<file path="src/rtl/lvds_route_pkg.sv">
package lvds_route_pkg;
  localparam int LANE_W     = 7;
  localparam int DATA_LANES = 4;
  localparam int COLOR_W    = 8;
  localparam int CORE_W     = COLOR_W - 2;
  localparam int PIX_W      = 3 * COLOR_W;
  localparam int WORD_W     = LANE_W * DATA_LANES;
  localparam int CFG_W      = 32;
  localparam int CFG_USED   = 11;
  localparam logic [LANE_W-1:0] CLK_LANE_PAT = 7'b1100011;

  typedef struct packed {
    logic [PIX_W-1:0] pix;
    logic             hs;
    logic             vs;
    logic             de;
  } vid_t;

  typedef struct packed {
    logic [1:0] route;
    logic       wide;
    logic       jeida;
  } chan_cfg_t;

  typedef struct packed {
    chan_cfg_t [1:0] ch;
    logic            split;
    logic [1:0]      vs_low;
  } cfg_t;

  function automatic cfg_t cfg_decode(logic [CFG_W-1:0] r);
    cfg_t c;
    c.ch[0].route = r[1:0];
    c.ch[1].route = r[3:2];
    c.split       = r[4];
    c.ch[0].wide  = r[5];
    c.ch[0].jeida = r[6];
    c.ch[1].wide  = r[7];
    c.ch[1].jeida = r[8];
    c.vs_low      = r[10:9];
    return c;
  endfunction

  function automatic logic route_on(logic [1:0] r);
    return r[0];
  endfunction

  function automatic logic route_src(logic [1:0] r);
    return r[1];
  endfunction

  function automatic logic [CORE_W-1:0] core_bits(logic [COLOR_W-1:0] c, logic wide, logic jeida);
    return (wide && !jeida) ? c[CORE_W-1:0] : c[COLOR_W-1:2];
  endfunction

  function automatic logic [1:0] ext_bits(logic [COLOR_W-1:0] c, logic wide, logic jeida);
    if (!wide)  return 2'b00;
    if (jeida)  return c[1:0];
    return c[COLOR_W-1:COLOR_W-2];
  endfunction

  function automatic logic [WORD_W-1:0] pack_lanes(vid_t v, logic wide, logic jeida);
    logic [COLOR_W-1:0] r, g, b;
    logic [CORE_W-1:0]  r6, g6, b6;
    logic [1:0]         r2, g2, b2;
    logic [LANE_W-1:0]  l0, l1, l2, l3;
    r  = v.pix[PIX_W-1 -: COLOR_W];
    g  = v.pix[2*COLOR_W-1 -: COLOR_W];
    b  = v.pix[COLOR_W-1:0];
    r6 = core_bits(r, wide, jeida);
    g6 = core_bits(g, wide, jeida);
    b6 = core_bits(b, wide, jeida);
    r2 = ext_bits(r, wide, jeida);
    g2 = ext_bits(g, wide, jeida);
    b2 = ext_bits(b, wide, jeida);
    l0 = {g6[0], r6};
    l1 = {b6[1:0], g6[5:1]};
    l2 = {v.de, v.vs, v.hs, b6[5:2]};
    l3 = {1'b0, b2, g2, r2};
    return {l3, l2, l1, l0};
  endfunction
endpackage

</file>
<file path="src/rtl/lvds_cfg_reg.sv">
module lvds_cfg_reg
  import lvds_route_pkg::*;
(
  input  logic             clk,
  input  logic             rst_n,
  input  logic             we,
  input  logic [CFG_W-1:0] wdata,
  output logic [CFG_W-1:0] rdata,
  output cfg_t             cfg
);
  localparam logic [CFG_W-1:0] USED_MASK = CFG_W'((64'd1 << CFG_USED) - 64'd1);

  logic [CFG_W-1:0] ctrl_q;

  always_ff @(posedge clk or negedge rst_n) begin
    if (!rst_n)  ctrl_q <= '0;
    else if (we) ctrl_q <= wdata & USED_MASK;
  end

  assign rdata = ctrl_q;
  assign cfg   = cfg_decode(ctrl_q);

  AST_CFG_HOLD: assert property (@(posedge clk) disable iff (!rst_n)
    !we |=> $stable(rdata));
endmodule

</file>
<file path="src/rtl/lvds_split_pairer.sv">
module lvds_split_pairer
  import lvds_route_pkg::*;
(
  input  logic clk,
  input  logic rst_n,
  input  logic split_on,
  input  vid_t cur,
  output vid_t held,
  output logic emit
);
  logic de_q, phase_q;
  vid_t hold_q;
  logic de_rise, odd_phase;

  assign de_rise   = cur.de & ~de_q;
  assign odd_phase = de_rise ? 1'b0 : phase_q;
  assign emit      = split_on & odd_phase;
  assign held      = hold_q;

  always_ff @(posedge clk or negedge rst_n) begin
    if (!rst_n) begin
      de_q    <= 1'b0;
      phase_q <= 1'b0;
      hold_q  <= '0;
    end else if (!split_on) begin
      de_q    <= 1'b0;
      phase_q <= 1'b0;
    end else begin
      de_q    <= cur.de;
      phase_q <= ~odd_phase;
      if (!odd_phase) hold_q <= cur;
    end
  end

  AST_EMIT_SPACED: assert property (@(posedge clk) disable iff (!rst_n)
    emit |=> !emit);
endmodule

</file>
<file path="src/rtl/lvds_chan_out.sv">
module lvds_chan_out
  import lvds_route_pkg::*;
(
  input  logic              clk,
  input  logic              rst_n,
  input  logic              en,
  input  logic              split_on,
  input  logic              emit,
  input  logic              wide,
  input  logic              jeida,
  input  vid_t              src,
  output logic [WORD_W-1:0] data,
  output logic [LANE_W-1:0] clkw,
  output logic              valid
);
  logic [WORD_W-1:0] word;
  logic              load;

  assign word = pack_lanes(src, wide, jeida);
  assign load = en & (~split_on | emit);

  always_ff @(posedge clk or negedge rst_n) begin
    if (!rst_n) begin
      data  <= '0;
      clkw  <= '0;
      valid <= 1'b0;
    end else if (!en) begin
      data  <= '0;
      clkw  <= '0;
      valid <= 1'b0;
    end else begin
      valid <= load;
      if (load) begin
        data <= word;
        clkw <= CLK_LANE_PAT;
      end
    end
  end

  AST_OFF_QUIET: assert property (@(posedge clk) disable iff (!rst_n)
    !en |=> (data == '0 && clkw == '0 && !valid));
  AST_CLK_WORD: assert property (@(posedge clk) disable iff (!rst_n)
    valid |-> clkw == CLK_LANE_PAT);
  AST_NARROW_TOP: assert property (@(posedge clk) disable iff (!rst_n)
    (load && !wide) |=> data[WORD_W-1 -: LANE_W] == '0);
endmodule

</file>
<file path="src/rtl/lvds_route_bridge.sv">
module lvds_route_bridge
  import lvds_route_pkg::*;
(
  input  logic              clk,
  input  logic              rst_n,
  input  logic              cfg_we,
  input  logic [CFG_W-1:0]  cfg_wdata,
  output logic [CFG_W-1:0]  cfg_rdata,
  input  logic [PIX_W-1:0]  di0_pix,
  input  logic              di0_hs,
  input  logic              di0_vs,
  input  logic              di0_de,
  input  logic [PIX_W-1:0]  di1_pix,
  input  logic              di1_hs,
  input  logic              di1_vs,
  input  logic              di1_de,
  output logic [WORD_W-1:0] ch0_data,
  output logic [LANE_W-1:0] ch0_clk,
  output logic              ch0_valid,
  output logic [WORD_W-1:0] ch1_data,
  output logic [LANE_W-1:0] ch1_clk,
  output logic              ch1_valid
);
  localparam int NUM_CH = 2;

  cfg_t cfg;
  vid_t in_vid [NUM_CH];
  vid_t held_vid;
  logic split_eff, emit;
  logic split_src;
  logic [WORD_W-1:0] data_o [NUM_CH];
  logic [LANE_W-1:0] clk_o  [NUM_CH];
  logic              vld_o  [NUM_CH];

  lvds_cfg_reg cfg_i (
    .clk(clk), .rst_n(rst_n), .we(cfg_we), .wdata(cfg_wdata),
    .rdata(cfg_rdata), .cfg(cfg)
  );

  // vertical sync normalised to active high before routing
  assign in_vid[0] = '{pix: di0_pix, hs: di0_hs, vs: di0_vs ^ cfg.vs_low[0], de: di0_de};
  assign in_vid[1] = '{pix: di1_pix, hs: di1_hs, vs: di1_vs ^ cfg.vs_low[1], de: di1_de};

  assign split_src = route_src(cfg.ch[0].route);
  assign split_eff = cfg.split
                   & route_on(cfg.ch[0].route) & route_on(cfg.ch[1].route)
                   & (route_src(cfg.ch[0].route) == route_src(cfg.ch[1].route));

  lvds_split_pairer pair_i (
    .clk(clk), .rst_n(rst_n), .split_on(split_eff),
    .cur(in_vid[split_src]), .held(held_vid), .emit(emit)
  );

  for (genvar g = 0; g < NUM_CH; g++) begin : g_ch
    vid_t src_vid;
    if (g == 0) begin : g_even
      assign src_vid = split_eff ? held_vid : in_vid[route_src(cfg.ch[g].route)];
    end else begin : g_odd
      assign src_vid = split_eff ? in_vid[split_src] : in_vid[route_src(cfg.ch[g].route)];
    end

    lvds_chan_out out_i (
      .clk(clk), .rst_n(rst_n),
      .en(route_on(cfg.ch[g].route)), .split_on(split_eff), .emit(emit),
      .wide(cfg.ch[g].wide), .jeida(cfg.ch[g].jeida), .src(src_vid),
      .data(data_o[g]), .clkw(clk_o[g]), .valid(vld_o[g])
    );
  end

  assign ch0_data  = data_o[0];
  assign ch0_clk   = clk_o[0];
  assign ch0_valid = vld_o[0];
  assign ch1_data  = data_o[1];
  assign ch1_clk   = clk_o[1];
  assign ch1_valid = vld_o[1];

  AST_DUP_SAME: assert property (@(posedge clk) disable iff (!rst_n)
    (route_on(cfg.ch[0].route) && route_on(cfg.ch[1].route) && !cfg.split
     && cfg.ch[0].route == cfg.ch[1].route
     && cfg.ch[0].wide == cfg.ch[1].wide && cfg.ch[0].jeida == cfg.ch[1].jeida)
    |=> ch0_data == ch1_data);
  AST_SPLIT_LOCKSTEP: assert property (@(posedge clk) disable iff (!rst_n)
    split_eff |=> ch0_valid == ch1_valid);
endmodule

</file>
<file path="config.mk">
export PLATFORM = sky130hd
export DESIGN_NAME = lvds_route_bridge
export DESIGN_NICKNAME = d
export VERILOG_FILES = /design/src/rtl/lvds_route_pkg.sv /design/src/rtl/lvds_cfg_reg.sv /design/src/rtl/lvds_split_pairer.sv /design/src/rtl/lvds_chan_out.sv /design/src/rtl/lvds_route_bridge.sv
export SDC_FILE = /design/constraint.sdc
export NUM_CORES = 1
export LEC_CHECK = 0
export ABC_AREA = 1
export BUFFER_PORTS_ARGS = -buffer_cell sky130_fd_sc_hd__buf_2
export CAP_MARGIN = 20
export CORE_MARGIN = 2
export CORE_UTILIZATION = 51
export CTS_CLUSTER_SIZE = 14
export DETAILED_ROUTE_END_ITERATION = 6
export MAX_ROUTING_LAYER = met4
export PLACE_DENSITY = 0.81
export SLEW_MARGIN = 30
export SYNTH_ARGS = -nofsm -noshare
export SYNTH_HDL_FRONTEND = slang
export SYNTH_SLANG_ARGS = --single-unit
</file>
<file path="constraint.sdc">
create_clock -name clk -period 1.91 [get_ports clk]
set_input_delay 0.382 -clock clk [delete_from_list [all_inputs] [get_ports clk]]
set_output_delay 0.382 -clock clk [all_outputs]
set_load 0.02 [all_outputs]
</file>
==> results of run 1 <==
[cells by family (layout without fill, tap and decap cells)]
logic type	count (synthesis)	in the layout	share of synthesized area, %
muxes	15	15	2.81
xor gates and xnor gates	2	2	0.317
and+or+nand+nor	391	391	29.3
buffers and inverters	130	223	13.1
other	1	29	0.0679
AOI/OAI and AO/OA	109	109	10.0
DFF	98	98	44.4
[metrics by stage]
step	TNS, ns	total power [W]	std cells	utilization [%]
after floorplan	0	0.00390	774	-
after global placement	0	0.00436	986	58.6
after detailed placement	-0.0183	0.00441	986	58.6
after CTS	0	0.00592	1003	60.9
after global routing	0	0.00626	1003	60.9
final	0	0.00592	1003	60.9
[flip-flops by register name, summed over array words and instances (netlist names)]
signal and flops:
g_ch.out_i.clkw 2, cfg_i.rdata 11, pair_i.held 27, g_ch.out_i.data 54, g_ch.out_i.valid 2, pair_i.phase_q 1, pair_i.de_q 1
[worst max path at each step]
| stage | start | endpoint | slack, ns | depth (start not counted) |
|---|---|---|---|---|
| after floorplan | cfg_i.rdata[1]$_DFFE_PN0P_ | g_ch[0].out_i.data[2]$_DFFE_PN0P_ | 0.35 | 10 |
| after global placement | cfg_i.rdata[1]$_DFFE_PN0P_ | g_ch[1].out_i.data[5]$_DFFE_PN0P_ | 0.07 | 8 |
| after detailed placement | cfg_i.rdata[1]$_DFFE_PN0P_ | g_ch[1].out_i.data[5]$_DFFE_PN0P_ | -0.02 | 8 |
| after CTS | cfg_i.rdata[1]$_DFFE_PN0P_ | g_ch[1].out_i.data[5]$_DFFE_PN0P_ | 0.16 | 8 |
| after global routing | cfg_i.rdata[1]$_DFFE_PN0P_ | g_ch[0].out_i.data[4]$_DFFE_PN0P_ | 0.004 | 9 |
| final | cfg_i.rdata[1]$_DFFE_PN0P_ | g_ch[0].out_i.data[12]$_DFFE_PN0P_ | 0.17 | 9 |
[metal layers]
layer	GRT usage (%)	wire, um	vias to the layer above
met2	41.8	7030	253
met4	9.71	470	0
met3	4.64	1150	41
met1	36.3	6230	2425
li1	-	-	2535
met5	-	0	-
[cell usage after synthesis]
library cell | instances | share of area [%]
a21oi_2 | 1 | 0.16
and2_1 | 1 | 0.11
buf_2 | 13 | 1.2
buf_4 | 53 | 7.2
buf_6 | 2 | 0.41
clkbuf_1 | 14 | 0.95
clkinv_1 | 1 | 0.068
conb_1 | 1 | 0.068
dfrtp_1 | 98 | 44
inv_1 | 43 | 2.9
inv_2 | 3 | 0.20
inv_4 | 1 | 0.11
mux2_2 | 4 | 0.82
mux2i_1 | 11 | 2.0
nand2_1 | 300 | 20
nand2_2 | 3 | 0.34
nand2_4 | 1 | 0.20
nand3_1 | 74 | 6.7
nand3b_1 | 6 | 0.82
nor2_1 | 1 | 0.068
nor2_2 | 3 | 0.34
nor2_4 | 1 | 0.20
o211ai_1 | 1 | 0.14
o21ai_0 | 92 | 8.3
o21ai_1 | 15 | 1.4
or2_2 | 1 | 0.11
xor2_1 | 2 | 0.32
[worst max-delay path, stage by stage, from the launching register on]
cell     delay, ns
dfrtp_1       0.42
inv_1         0.15
nand2_1       0.09
nand2_2       0.07
nand2_2       0.05
inv_2         0.11
nand2_4       0.12
inv_6         0.40
nand2_1       0.11
nand2_1       0.09
[layout make-up]
type	count	area share, %
clock inverters	7	1.60
clock buffers	9	1.95
well taps	136	2.68
flip-flops and latches	98	38.7
multi-input cells	546	38.7
inverters	48	2.92
repair buffers	159	13.5
[power by group]
group / internal (W) / total (W) / leakage (nW) / switching, W
Combinational: 0.000556 / 0.00170 / 2.17 / 0.00114
Clock: 0.000747 / 0.00153 / 0.106 / 0.000781
Sequential: 0.00248 / 0.00269 / 1.26 / 0.000213
[repair_timing]
action	CTS	global route
setup endpoints to repair	1	0
hold endpoints to repair	31	0
hold buffers	1	0
resized for setup	1	0
==> results.yml, run 1 <==
routing:
  num_vias: 5254
  ant_nets: 0
  drc: 0
  first_pass_iters: 5
  dr.first_iter.drc_count: 533
  routed_wl_um: 14900
  avgRoutedWirePerCell_um: 14.8
  viasPerCell: 5.24
logic_synthesis:
  yosysWarnings: 0
  ys_seq_area_share_pct: 44.4
  avgSynthCellArea_sq_um: 7.40
  syn-cell-area_sq_um: 5520
  netlist_instances: 746
  ys_seq_elements: 98
  ys_types: 27
timing:
  fmaxAchievable_mhz: 574
  fin_crit_sh_pct: 91.3
  rsz0062_at_grt: "false"
  max_slew_margin_pct: 58.4
  setup_slack_ns: 0.166
  worst_pin_slew_ns: 0.617
  hold_viol_final: 0
  finalSetupViolations: 0
  fin_worst_skew_ns: 0.0140
  report.final.slew_viol_count: 0
  finalCriticalPeriod_ns: 1.74
  holdWs_ns: 0.212
die:
  die_area_sq_um: 11700
  die_x_um: 108
  num_rows: 37
  start_util_pct: 53.0
  core_sq_um: 10400
  die_h_um: 108
  ioPinCount: 193
cts:
  cts_sinks: 98
  clkTransAtPathRegs_ns: 0.10
  htree_levels: 3
  ctsRootBufferMaster: "clkbuf_8"
  cts_tree: "done"
  numCtsBuffers: 9
  cts_buffer_depth: 2
  cts_setup_buffers: 0
  insertion_delay_ns: 0.38
worst_hold_path:
  hold_class: "in2reg"
  hold-path-endpoint: "cfg_i.rdata[8]$_DFFE_PN0P_"
  hold_depth: 3
  hold_path.startpoint: "cfg_wdata[8]"
finish:
  syn2layout_area_growth_pct: 14.9
  final_common_cell: "nand2_1"
  finalNetCount: 951
  num_antenna_cells: 0
  regArea_sq_um: 2450
  mostFrequentLayoutCells: "300 x nand2_1, 141 x buf_2, 98 x dfrtp_1"
  drive_gt1_share_pct: 22.1
  multi_input_area_sq_um: 2450
  final_area_sq_um: 6340
  nFillCells: 996
status:
  status: "finished, final reports clean"
grt:
  grt_pass1_wl_um: 23800
  grt.total_usage_pct: 27.1
  grt_pass1_vias: 4765
  overflow: 0
  antenna_found_initial: 0
  grt_max_degree: 74
worst_setup_path:
  cp.required_ns: 2.23
  rr_startpoint: "cfg_i.rdata[1]$_DFFE_PN0P_"
  crit_type: "reg2reg"
  reg2reg_depth: 9
  worstPathArrival_ns: 2.06
  reg2reg_to: "g_ch[0].out_i.data[12]$_DFFE_PN0P_"
  cp_max_fo: 73
  ff2ff_setup_slack_ns: 0.17
  cp-end-kind: "register"
  start_kind: "register"
job:
  cap_violations: 0
placement:
  pre_cts_ws_ns: -0.0183
  placed_cell_area_sq_um: 6100
  hpwlAfterDp_um: 10900
  place_congestion: 0.879
  portBuffers: 142
power:
  peakVddDrop_mv: 0.485
  power_density_nw_per_um2: 933
  power.leakage_nw: 3.53
Note: power is estimated with default switching activity, not from simulation.
==> inputs of run 2 (changes only) <==
--- a/config.mk
+++ b/config.mk
@@ -14,6 +14,7 @@
 export DETAILED_ROUTE_END_ITERATION = 6
 export MAX_ROUTING_LAYER = met4
 export PLACE_DENSITY = 0.81
+export RECOVER_POWER = 100
 export SLEW_MARGIN = 30
 export SYNTH_ARGS = -nofsm -noshare
 export SYNTH_HDL_FRONTEND = slang
==> run 2 against run 1 <==
Die area is the same; clock power is essentially flat; fmax shrank 1.5%; final area shrank 1.6%; flip-flop and latch count is the same; power shrank 1.0%; sequential power is essentially flat; combinational power shrank 4%.
==> results.yml, run 2 (synthesis gave the netlist of run 1 again) <==
power:
  peakVddDrop_mv: 0.482
  seqPwrFrac_pct: 46.0
  power.leakage_nw: 3.27
  power_density_nw_per_um2: 939
  combPwrFrac_pct: 28.0
  p_int_w: 0.00372
  swShare_pct: 36.5
  p_sw_w: 0.00214
  clkPwrFrac_pct: 26.0
status:
  status: "finished, final reports clean"
worst_hold_path:
  hold_depth: 3
  hold-path-endpoint: "cfg_i.rdata[8]$_DFFE_PN0P_"
  hold_class: "in2reg"
  hold_path.startpoint: "cfg_wdata[8]"
timing:
  fin_worst_skew_ns: 0.0110
  hold_viol_final: 0
  report.final.slew_viol_count: 0
  rsz0062_at_grt: "false"
  setup_slack_ns: 0.139
  worst_pin_slew_ns: 0.905
  max_slew_margin_pct: 39.7
  finalCriticalPeriod_ns: 1.77
  finalSetupViolations: 0
  fmaxAchievable_mhz: 565
  fin_crit_sh_pct: 92.7
  holdWs_ns: 0.214
cts:
  cts_tree: "done"
  cts_buffer_depth: 2
  htree_levels: 3
  cts_sinks: 98
  ctsRootBufferMaster: "clkbuf_8"
  clkTransAtPathRegs_ns: 0.10
  insertion_delay_ns: 0.38
  numCtsBuffers: 9
finish:
  num_antenna_cells: 0
  syn2layout_area_growth_pct: 13.1
  nFillCells: 1022
  drive_gt1_share_pct: 13.6
  final_core_util_pct: 59.9
  finalNonFillerCells: 1003
  final_common_cell: "nand2_1"
  largest_register: "g_ch.out_i.data"
  finalNetCount: 951
  largest_register_ffs: 54
  regArea_sq_um: 2450
  multi_input_area_sq_um: 2450
  mostFrequentLayoutCells: "300 x nand2_1, 98 x o21ai_0, 98 x dfrtp_1"
worst_setup_path:
  crit_path_max_incr_delay_ns: 0.40
  crit_chain: "clkbuf_4, buf_2"
  slowest_stage: "dfrtp_1"
  reg2reg_depth: 6
  cp.required_ns: 1.53
  cp-end-kind: "primary output"
  cp_max_fo: 39
  rr_startpoint: "cfg_i.rdata[3]$_DFFE_PN0P_"
  start_kind: "register"
  ff2ff_setup_slack_ns: 0.15
  reg2reg_to: "g_ch[1].out_i.data[25]$_DFFE_PN0P_"
  crit_type: "reg2out"
  worstPathArrival_ns: 1.39
grt:
  grt_max_degree: 74
  grt.total_usage_pct: 27.1
  grt_pass1_wl_um: 23800
  use_met1_pct: 36.3
  top_usage_layer: "met2"
  grt_use_met2_pct: 41.8
  overflow: 0
  antenna_found_initial: 0
  met3_usage_pct: 4.64
  grt_pass1_vias: 4765
die:
  start_util_pct: 53.0
  die_x_um: 108
  core_sq_um: 10400
  die_h_um: 108
  die_area_sq_um: 11700
  ioPinCount: 193
  num_rows: 37
job:
  cap_violations: 0
routing:
  viasPerCell: 5.22
  routed_wl_um: 14900
  avgRoutedWirePerCell_um: 14.8
  drc: 0
  first_pass_iters: 5
  ant_nets: 0
  dr.first_iter.drc_count: 518
  num_vias: 5238
placement:
  dp.cells: 986
  pre_cts_ws_ns: -0.0183
  portBuffers: 142
  hpwlAfterDp_um: 10900
  place_congestion: 0.879
-- run 2: changes by cell type in the layout (fill, tap and decap cells not counted) --
cell and delta:
buf_2 -73, buf_4 -7, clkbuf_1 +74, clkbuf_2 +2, clkbuf_4 +4, o21ai_0 +6, o21ai_1 -6
-- run 2: area by class of cell --
class                   instances  area share (%)
multi-input cells             546            39.3
flip-flops and latches         98            39.3
clock buffers                   9            1.99
inverters                      48            2.97
clock inverters                 7            1.62
repair buffers                159            12.1
well taps                     136            2.73
-- run 2: worst max-delay path by stage --
| stage | startpoint | end | slack [ns] | depth (start not counted) |
|---|---|---|---|---|
| after global placement | cfg_i.rdata[1]$_DFFE_PN0P_ | g_ch[1].out_i.data[5]$_DFFE_PN0P_ | 0.07 | 8 |
| after CTS | cfg_i.rdata[1]$_DFFE_PN0P_ | g_ch[1].out_i.data[5]$_DFFE_PN0P_ | 0.16 | 8 |
| final | cfg_i.rdata[3]$_DFFE_PN0P_ | cfg_rdata[3] | 0.14 | 2 |
| after floorplan | cfg_i.rdata[1]$_DFFE_PN0P_ | g_ch[0].out_i.data[2]$_DFFE_PN0P_ | 0.35 | 10 |
| after detailed placement | cfg_i.rdata[1]$_DFFE_PN0P_ | g_ch[1].out_i.data[5]$_DFFE_PN0P_ | -0.02 | 8 |
| after global routing | cfg_i.rdata[1]$_DFFE_PN0P_ | g_ch[0].out_i.data[4]$_DFFE_PN0P_ | 0.006 | 9 |
-- run 2: stage by stage --
step	area [sq um]	setup TNS, ns	total power [W]
5_1_grt	6240	0	0.00621
3_5_place_dp	6100	-0.0183	0.00441
4_1_cts	6340	0	0.00592
2_1_floorplan	5620	0	0.00390
6_report	6240	0	0.00586
3_3_place_gp	6100	0	0.00436
-- run 2: power by group through the flow --
stage,Combinational [W],Sequential [W],Clock (W)
2_1_floorplan,0.00101,0.00289,0
3_3_place_gp,0.00165,0.00271,0
3_5_place_dp,0.00169,0.00272,0
4_1_cts,0.00170,0.00269,0.00153
5_1_grt,0.00183,0.00275,0.00162
6_report,0.00164,0.00269,0.00152
-- run 2: layer usage --
metal / vias up / share of wire (%)
li1: 2539 / -
met1: 2404 / 41
met2: 262 / 47
met3: 33 / 8.7
met4: 0 / 2.9
met5: - / 0
-- run 2: critical path: cells and delay by family, from the launching register on --
kind,cells,cell delay [ns]
buf+inv,2,0.61
flops,1,0.40
-- run 2: timing repair --
action                     in CTS  in global routing
hold endpoints to repair       31                  0
gates resized for setup         1                  0
buffers inserted                0                  0
hold buffers                    1                  0
setup endpoints to repair       1                  0
